[src/rtl/stamp_pkg.sv]
package stamp_pkg;

    localparam int CNT_W  = 32;
    localparam int NCAP   = 4;
    localparam int IDX_W  = $clog2(NCAP);
    localparam int NEVT   = NCAP + 1;
    localparam int ADDR_W = 8;

    // register offsets (software-visible map)
    localparam logic [ADDR_W-1:0] OFS_CNT  = 8'h00;
    localparam logic [ADDR_W-1:0] OFS_CAP0 = 8'h08;
    localparam logic [ADDR_W-1:0] OFS_CTRL = 8'h28;
    localparam logic [ADDR_W-1:0] OFS_IEF  = 8'h2C;
    localparam logic [ADDR_W-1:0] OFS_CLR  = 8'h30;

    // control word fields
    localparam int CB_LOAD    = 8;
    localparam int CB_ONESHOT = 16;
    localparam int CB_STOP_LO = 17;
    localparam int CB_REARM   = 19;
    localparam int CB_RUN     = 20;

    // enable / flag word fields
    localparam int EN_LO   = 1;
    localparam int FLAG_LO = 17;

    typedef enum logic {
        SEQ_ARMED,
        SEQ_HALTED
    } seq_state_t;

    function automatic logic [31:0] ctrl_wmask();
        logic [31:0] m;
        m = '0;
        for (int i = 0; i < NCAP; i++) m[2*i] = 1'b1;
        m[CB_LOAD]               = 1'b1;
        m[CB_ONESHOT]            = 1'b1;
        m[CB_STOP_LO +: IDX_W]   = '1;
        m[CB_RUN]                = 1'b1;
        return m;
    endfunction

    localparam logic [31:0] CTRL_MASK = ctrl_wmask();

endpackage

[src/rtl/stamp_edge_sync.sv]
module stamp_edge_sync #(
    parameter int STAGES = 2
) (
    input  logic clk,
    input  logic rst_n,
    input  logic din,
    output logic rise,
    output logic fall
);
    logic [STAGES-1:0] sync_q;
    logic              last_q;

    always_ff @(posedge clk) begin
        if (!rst_n) begin
            sync_q <= '0;
            last_q <= 1'b0;
        end else begin
            sync_q <= {sync_q[STAGES-2:0], din};
            last_q <= sync_q[STAGES-1];
        end
    end

    assign rise = sync_q[STAGES-1] & ~last_q;
    assign fall = ~sync_q[STAGES-1] & last_q;
endmodule

[src/rtl/stamp_seq.sv]
module stamp_seq
    import stamp_pkg::*;
#(
    parameter int N   = NCAP,
    parameter int IW  = $clog2(N)
) (
    input  logic          clk,
    input  logic          rst_n,
    input  logic          rise,
    input  logic          fall,
    input  logic [N-1:0]  pol,
    input  logic          ld_en,
    input  logic          oneshot,
    input  logic [IW-1:0] stop_idx,
    input  logic          rearm,
    output logic          fire,
    output logic [IW-1:0] idx,
    output logic          halted
);
    localparam logic [IW-1:0] LAST = IW'(N - 1);

    seq_state_t    state_q, state_d;
    logic [IW-1:0] ptr_q, ptr_d;
    logic          hit;

    // state register
    always_ff @(posedge clk) begin
        if (!rst_n) begin
            state_q <= SEQ_ARMED;
            ptr_q   <= '0;
        end else begin
            state_q <= state_d;
            ptr_q   <= ptr_d;
        end
    end

    // outputs
    always_comb begin
        hit    = pol[ptr_q] ? fall : rise;
        fire   = (state_q == SEQ_ARMED) && ld_en && hit;
        idx    = ptr_q;
        halted = (state_q == SEQ_HALTED);
    end

    // transitions
    always_comb begin
        state_d = state_q;
        ptr_d   = ptr_q;
        unique case (state_q)
            SEQ_ARMED: begin
                if (fire) begin
                    if (ptr_q == stop_idx || ptr_q == LAST) begin
                        ptr_d = '0;                        // wrap / finish
                        if (oneshot) state_d = SEQ_HALTED;
                    end else begin
                        ptr_d = ptr_q + 1'b1;
                    end
                end
                if (rearm) ptr_d = '0;
            end
            SEQ_HALTED: begin
                if (rearm) begin                           // rearm
                    state_d = SEQ_ARMED;
                    ptr_d   = '0;
                end
            end
        endcase
    end
endmodule

[src/rtl/stamp_irq.sv]
module stamp_irq #(
    parameter int NE = 5
) (
    input  logic          clk,
    input  logic          rst_n,
    input  logic [NE-1:0] evt,
    input  logic [NE-1:0] en,
    input  logic [NE-1:0] clr_flags,
    input  logic          clr_glb,
    output logic [NE-1:0] flags,
    output logic          irq
);
    logic [NE-1:0] flags_q;
    logic          glb_q;
    logic [NE-1:0] newly;

    assign newly = evt & ~flags_q & en;

    always_ff @(posedge clk) begin
        if (!rst_n) begin
            flags_q <= '0;
            glb_q   <= 1'b0;
        end else begin
            flags_q <= (flags_q & ~clr_flags) | evt;
            glb_q   <= (glb_q & ~clr_glb) | (|newly);
        end
    end

    assign flags = flags_q;
    assign irq   = glb_q;
endmodule

[src/rtl/stamp_capture.sv]
module stamp_capture
    import stamp_pkg::*;
#(
    parameter int SYNC_STAGES = 2
) (
    input  logic              clk,
    input  logic              rst_n,
    input  logic              bus_sel,
    input  logic              bus_we,
    input  logic [ADDR_W-1:0] bus_addr,
    input  logic [31:0]       bus_wdata,
    output logic [31:0]       bus_rdata,
    input  logic              cap_in,
    output logic              irq
);
    logic [CNT_W-1:0]            cnt_q;
    logic [31:0]                 ctrl_q;
    logic [NEVT-1:0]             int_en_q;
    logic [NCAP-1:0][CNT_W-1:0]  cap_q;
    logic [NEVT-1:0]             flags;
    logic [NCAP-1:0]             pol;
    logic [NCAP-1:0]             cap_hit;
    logic [NEVT-1:0]             evt;
    logic                        wr, wr_cnt, rearm, run, ld_en, ovf_evt;
    logic                        rise, fall, fire, halted;
    logic [IDX_W-1:0]            idx;

    assign wr      = bus_sel && bus_we;
    assign wr_cnt  = wr && (bus_addr == OFS_CNT);
    assign rearm   = wr && (bus_addr == OFS_CTRL) && bus_wdata[CB_REARM];
    assign run     = ctrl_q[CB_RUN];
    assign ld_en   = ctrl_q[CB_LOAD];
    assign ovf_evt = run && !wr_cnt && (&cnt_q);

    generate
        for (genvar i = 0; i < NCAP; i++) begin : g_pol
            assign pol[i]     = ctrl_q[2*i];
            assign cap_hit[i] = fire && (idx == IDX_W'(i));
        end
    endgenerate

    assign evt = {ovf_evt, cap_hit};

    stamp_edge_sync #(.STAGES(SYNC_STAGES)) u_sync (
        .clk(clk), .rst_n(rst_n), .din(cap_in), .rise(rise), .fall(fall)
    );

    stamp_seq #(.N(NCAP), .IW(IDX_W)) u_seq (
        .clk(clk), .rst_n(rst_n), .rise(rise), .fall(fall), .pol(pol),
        .ld_en(ld_en), .oneshot(ctrl_q[CB_ONESHOT]),
        .stop_idx(ctrl_q[CB_STOP_LO +: IDX_W]), .rearm(rearm),
        .fire(fire), .idx(idx), .halted(halted)
    );

    stamp_irq #(.NE(NEVT)) u_irq (
        .clk(clk), .rst_n(rst_n), .evt(evt), .en(int_en_q),
        .clr_flags((wr && bus_addr == OFS_CLR) ? bus_wdata[NEVT:1] : '0),
        .clr_glb(wr && bus_addr == OFS_CLR && bus_wdata[0]),
        .flags(flags), .irq(irq)
    );

    // counter, control and enable registers
    always_ff @(posedge clk) begin
        if (!rst_n) begin
            cnt_q    <= '0;
            ctrl_q   <= '0;
            int_en_q <= '0;
        end else begin
            if (wr_cnt)      cnt_q <= bus_wdata[CNT_W-1:0];
            else if (run)    cnt_q <= cnt_q + 1'b1;
            if (wr && bus_addr == OFS_CTRL) ctrl_q   <= bus_wdata & CTRL_MASK;
            if (wr && bus_addr == OFS_IEF)  int_en_q <= bus_wdata[EN_LO +: NEVT];
        end
    end

    // capture slots: an input capture wins over a software write
    generate
        for (genvar i = 0; i < NCAP; i++) begin : g_cap
            always_ff @(posedge clk) begin
                if (!rst_n)
                    cap_q[i] <= '0;
                else if (cap_hit[i])
                    cap_q[i] <= cnt_q;
                else if (wr && bus_addr == OFS_CAP0 + ADDR_W'(4*i))
                    cap_q[i] <= bus_wdata[CNT_W-1:0];
            end
        end
    endgenerate

    // read mux
    always_comb begin
        bus_rdata = '0;
        if (bus_sel && !bus_we) begin
            if (bus_addr == OFS_CNT)  bus_rdata = 32'(cnt_q);
            if (bus_addr == OFS_CTRL) bus_rdata = ctrl_q;
            if (bus_addr == OFS_IEF)
                bus_rdata = (32'(flags) << FLAG_LO) | (32'(int_en_q) << EN_LO);
            for (int i = 0; i < NCAP; i++)
                if (bus_addr == OFS_CAP0 + ADDR_W'(4*i)) bus_rdata = 32'(cap_q[i]);
        end
    end
endmodule

[config.mk]
export PLATFORM = sky130hd
export DESIGN_NAME = stamp_capture
export DESIGN_NICKNAME = d
export VERILOG_FILES = /design/src/rtl/stamp_pkg.sv /design/src/rtl/stamp_edge_sync.sv /design/src/rtl/stamp_seq.sv /design/src/rtl/stamp_irq.sv /design/src/rtl/stamp_capture.sv
export SDC_FILE = /design/constraint.sdc
export NUM_CORES = 1
export LEC_CHECK = 0
export ABC_AREA = 1
export BUFFER_PORTS_ARGS = -buffer_cell sky130_fd_sc_hd__buf_2
export CAP_MARGIN = 5
export CORE_AREA = 2 2 176 178
export CTS_CLUSTER_DIAMETER = 50
export DETAILED_ROUTE_END_ITERATION = 7
export DIE_AREA = 0 0 178 180
export SYNTH_ARGS = -nofsm -noshare
export SYNTH_HDL_FRONTEND = slang
export SYNTH_SLANG_ARGS = --single-unit
[constraint.sdc]
create_clock -name clk -period 2.8 [get_ports clk]
set_input_delay 0.42 -clock clk [delete_from_list [all_inputs] [get_ports clk]]
set_output_delay 0.42 -clock clk [all_outputs]
set_load 0.1 [all_outputs]
Yosys cells after proc, flatten, opt, wreduce, memory -nomap -nowiden:

Index checks and enable logic that the tools add are counted.

* register bits: 186
* bits of input ports: 45

* $add $sub $neg: 2
* magnitude comparators: 1
* equality and inequality tests: 13
* multiplexer cells: 32
* bitwise operators: 15
* reductions and logical operators: 33

Operator list (number)
* 32-bit two-way mux: 18
* 32-bit by 1-bit adder with 32-bit output (second input constant): 1
* 32-bit AND reduction: 1
* 8-bit by 6-bit == test with 1-bit output (second input constant): 3
* 22-bit by 6-bit bitwise OR with 22-bit output: 1
* 1-bit logical AND: 20
* 8-bit by 4-bit == test with 1-bit output (second input constant): 2
* 8-bit by 5-bit == test with 1-bit output (second input constant): 2
* 5-bit bitwise AND: 3
* 5-bit inverter: 2
* 2-bit nonzero test: 5
* 8-bit zero test: 1
* 2-bit two-way mux: 4
* 1-bit two-way mux: 6
* 5-bit two-way mux: 1
* 5-bit bitwise OR: 1
* 5-bit OR reduction: 1
* 2-bit == test (second input constant): 2
* 1-bit inverter: 4
* 2-bit case mux with 2 select lines: 1
* 1-bit bitwise AND: 3
* 2-bit by 3-bit less-than comparator with 1-bit output (second input constant): 1
* 3-bit inequality test (second input constant): 1
* 2-bit by 1-bit adder with 2-bit output (second input constant): 1
* 10 further kinds: 11

Depth between registers and ports, before layout:

* depth in word-level cells: 9
* gate-level depth with buffers: 13
* gate-level depth less buffers: 12

Cells and area by module:

A second synthesis with hierarchy kept.

* cells, all modules: 1889
* area, all modules: 11170.7 um^2

By module, submodules not included
* stamp_capture: times used 1, cells each 1785, area each 10500.1 um^2, seq. area each 3483.3 um^2
* stamp_seq: times used 1, cells each 51, area each 315.3 um^2, seq. area each 60.1 um^2
* stamp_irq: times used 1, cells each 40, area each 255.2 um^2, seq. area each 120.1 um^2
* stamp_edge_sync: times used 1, cells each 13, area each 100.1 um^2, seq. area each 60.1 um^2

Worst setup path before layout:

Ideal clock, no wire load.

* path type: input -> output
* from: in bus_addr[6]
* to: out bus_rdata[19]
* arrival: 2.993 ns
* data required time: 2.380 ns
* setup slack: -0.613 ns
* stages: 8
* buffers on the path: 1
* cell sequence: inv_1 -> nand4_1 -> inv_2 -> nand2_1 -> inv_1 -> buf_1 -> nand2_1 -> a31oi_1

* cells in the longest elaborated chain, start to end: 9
* elaborated cells on any way between the ends: 15
* classes of those cells: 6 x eq/ne; 8 x mux; 1 x reduce/logical

RTL lines
* start: declaration: line stamp_capture.sv:10 `input logic [ADDR_W-1:0] bus_addr,`
* 8-bit zero test: line stamp_capture.sv:94 `if (bus_addr == OFS_CNT) bus_rdata = 32'(cnt_q);`
* 32-bit two-way mux: line stamp_capture.sv:94
* 32-bit two-way mux: line stamp_capture.sv:95 `if (bus_addr == OFS_CTRL) bus_rdata = ctrl_q;`
* 32-bit two-way mux: line stamp_capture.sv:96 `if (bus_addr == OFS_IEF)`
* 32-bit two-way mux (3 in a row): line stamp_capture.sv:99 `if (bus_addr == OFS_CAP0 + ADDR_W'(4*i)) bus_rdata = 32'(cap_q[i]);`
* 32-bit two-way mux *: line stamp_capture.sv:99
* 32-bit two-way mux *: line stamp_capture.sv:93 `if (bus_sel && !bus_we) begin`
* end: declaration: line stamp_capture.sv:12 `output logic [31:0] bus_rdata,`

Every way passes the cells marked *; elsewhere a longest branch is shown, timed or not.

Worst setup path in the final report:

* from: in bus_addr[1]
* to: out bus_rdata[8]

The elaborated chain is that of the path after synthesis.

==> summary.txt <==
Detailed routing
  • First-pass detailed-route iteration total: 6
  • 1st-iter DRT viols: 1426
  • Via count: roughly 12000
  • Wire per inst: 20.7 µm
  • Post-DRT Antenna Nets: 0
  • DRC: 0
  • DRT Wirelength: 42.3 mm
  • Vias per Instance: 5.70

Timing
  • Setup TNS: 0 ps
  • Final hold violations: 0
  • Final hold slack: 164 ps
  • Worst relative slew slack: 44.1%
  • Worst-margin pin slew: 838 ps
  • Fin crit share: 93.0%
  • Final setup violation count: 0
  • Setup ws final: 195 ps
  • Max-slew violation count: 0
  • RSZ-0062 raised after global routing: false
  • Crit path time final: ~2600 ps
  • Post-Route Skew: 10.1 ps
  • FMAX: 384 MHz

Die
  • Rows: 64
  • Chip width: 178 µm
  • Total core area: approximately 0.03 mm²
  • Die area: about 0.032 mm²
  • # IOs: 78
  • Die Y: 180 µm
  • Initial Util: 34.4%

Worst hold path
  • Hold Crit Class: in2reg
  • Hold Crit Depth: 3
  • Worst Hold Launch: cap_in
  • WHS Endpoint: u_sync.sync_q[0]

Power
  • Peak VDD IR: 0.416 mV
  • P_leak: around 4.5 nW
  • Pwr dens: 442 mW/mm²

Setup path
  • Reg-to-Reg End: cap_q[39]
  • R2R depth: 10
  • R2R Path Start: u_seq.idx[0]
  • CP arrival: 2180 ps
  • Worst-path fanout max: 9
  • Setup Crit Path Kind: in2out
  • Worst Path Required: around 2400 ps
  • CP startpoint kind: input pin
  • Setup crit end kind: primary output
  • R2R Setup Slk: 530 ps

Logic synthesis
  • Post-synthesis cell area: around 0.010 mm²
  • Syn. warnings: 0
  • Synthesized area per cell: 6.49 µm²
  • FF+latch count, synth: around 190
  • Synth Instances: 1600
  • Count of different cell masters after synthesis: 36
  • Syn nets: 1650
  • Sequential fraction of the synthesis area: around 36%

Clock network
  • CTS tree: done
  • Insertion delay to the later sink of the worst-skew pair: 450 ps
  • H-Tree Depth: 4
  • Num CTS Buffers: 17
  • Hold_buf cts: 0
  • CTS root buffer: clkbuf_16
  • Clk pin slew, worst setup/hold paths: 70 ps
  • # resized after CTS: 0
  • Sinks on Clock Net: 186
  • Setup bufs post-CTS: 0
  • Longest Clk Path Bufs: 2

Layout
  • Design area: 0.0125 mm²
  • Fraction of layout cells with a size suffix above 1: approximately 14%
  • # nets final: 1688
  • Area grow syn2layout: 20.7%
  • Multi-input combinational cell area: 0.00578 mm²
  • Fill cell count: 3149
  • Sequential cell area: 0.00372 mm²

Global route
  • Number of global-route vias before repair: roughly 11000
  • First-pass GRT wire length: ~65 mm
  • GRT overflow: 0
  • GRT busiest layer: met2
  • GR Util met2: 41.8%
  • Pin count of the biggest net entering global routing: 68
  • M3 GR Usage: approximately 5.3%
  • GRT Overall Usage: between 20% and 30%
  • GR Util met1: 36.1%
  • Initial antenna violation count: 3

Place
  • PortBufs: 77
  • DP Wirelength: 28.8 mm
  • Placed Area: approximately 0.012 mm²
  • Pre-CTS WS: 195 ps
  • Routability Congestion: about 0.97

Run status
  • Outcome: finished clean

Job
  • Max_cap viols: 0
-- area by class of cell --
cell class	count	share of cell area [%]
clock buffer	20	3.72
multi-input combinational	1169	46.1
clock inverter	12	1.30
timing repair buffer	130	11.2
antenna	1	0.0200
inverter	134	4.01
tap	396	3.95
sequential	186	29.7
-- Yosys cell counts --
cell type | n | area (µm²)
o21ai_1 | 22 | 110
nor3_1 | 11 | 55.1
inv_1 | 123 | 462
o211ai_1 | 4 | 30.0
a211oi_1 | 2 | 15.0
nand4_1 | 10 | 62.6
nand2_1 | 388 | 1460
nand3_1 | 99 | 495
inv_2 | 10 | 37.5
buf_6 | 1 | 11.3
buf_4 | 9 | 67.6
a21oi_1 | 165 | 826
nand3b_1 | 2 | 15.0
o221ai_1 | 6 | 52.6
a21oi_4 | 1 | 16.3
nor2_1 | 98 | 368
nor2_8 | 1 | 20.0
clkbuf_1 | 56 | 210
xor2_1 | 28 | 245
o21ai_0 | 210 | 1050
or2_2 | 1 | 6.26
buf_1 | 2 | 7.51
nor3b_1 | 1 | 7.51
dfxtp_1 | 186 | 3720
o21bai_1 | 1 | 7.51
a41oi_1 | 2 | 17.5
a31oi_1 | 79 | 494
nor2_2 | 5 | 31.3
buf_2 | 43 | 215
nor2_4 | 2 | 22.5
ha_1 | 5 | 62.6
clkinv_1 | 1 | 3.75
nand3_2 | 4 | 40.0
o22ai_1 | 15 | 93.8
nand2_2 | 6 | 37.5
nand2_4 | 1 | 11.3
-- sequential cells by signal, summed over array words and instances (netlist names), 2 cells and up --
| signal | count |
|---|---|
| cnt_q | 32 |
| int_en_q | 5 |
| u_sync.sync_q | 2 |
| ctrl_q | 9 |
| u_seq.idx | 2 |
| u_irq.flags | 5 |
| cap_q | 128 |
-- placed cells by master, fill, tap and decap left out, types with 19 or more instances in the layout --
cell type,synthesis,layout
dfxtp_1,186,186
a21oi_1,165,146
a31oi_1,79,75
inv_1,123,123
nand2_1,388,386
o21ai_1,22,22
xor2_1,28,28
a21oi_2,0,19
buf_2,43,44
buf_12,0,43
o21ai_0,210,210
buf_4,9,43
nor2_1,98,93
nand3_1,99,99
-- worst max path at each step --
stage	from	to	slack, ps	depth (start not counted)
floorplan	bus_addr[6]	bus_rdata[19]	40	8
detailed placement	bus_addr[1]	bus_rdata[16]	200	11
CTS	bus_addr[1]	bus_rdata[16]	200	11
finish	bus_addr[1]	bus_rdata[8]	200	11
global placement	bus_addr[1]	bus_rdata[16]	260	11
global route	bus_addr[1]	bus_rdata[16]	60	11
-- per-stage QoR --
stage	cells	total power [mW]	utilization, %
after floorplan	1600	2.82	-
after global placement	2015	2.96	39.5
after detailed placement	2015	2.96	39.5
after CTS	2047	5.55	41.5
after global routing	2047	5.68	41.5
final	2048	5.54	41.5
-- critical path, cell delays in order --
cell     delay, ps
buf_2          100
nor2_2         140
nand2_1        110
nor2_1          90
nand2_1         90
inv_1          100
nand2_1        300
o22ai_1        250
o22ai_1        120
a21oi_2        250
buf_12         210
-- power breakdown --
part,switching (mW),internal [mW]
Combinational,0.187,0.0631
Sequential,0.00204,2.65
Clock,1.15,1.49
Total,1.34,4.20
-- per-layer routing --
metal | share of wire (%) | vias up
met1 | 42 | 5547
li1 | - | 5435
met3 | 9.5 | 84
met4 | 2.7 | 2
met2 | 46 | 612
met5 | 0.031 | -
-- kinds of logic (layout without fill, tap and decap cells) --
kind of cell | count (synthesis) | after routing | synth area share, %
and+or+nand+nor | 629 | 629 | 25.3
DFF | 186 | 186 | 35.8
adders and majority gates | 5 | 5 | 0.602
buffers and inverters | 245 | 296 | 9.77
AOI/OAI and AO/OA | 507 | 507 | 26.1
xor gates and xnor gates | 28 | 28 | 2.36
other | 0 | 1 | 0
Note: power is estimated with default switching activity, not from simulation.
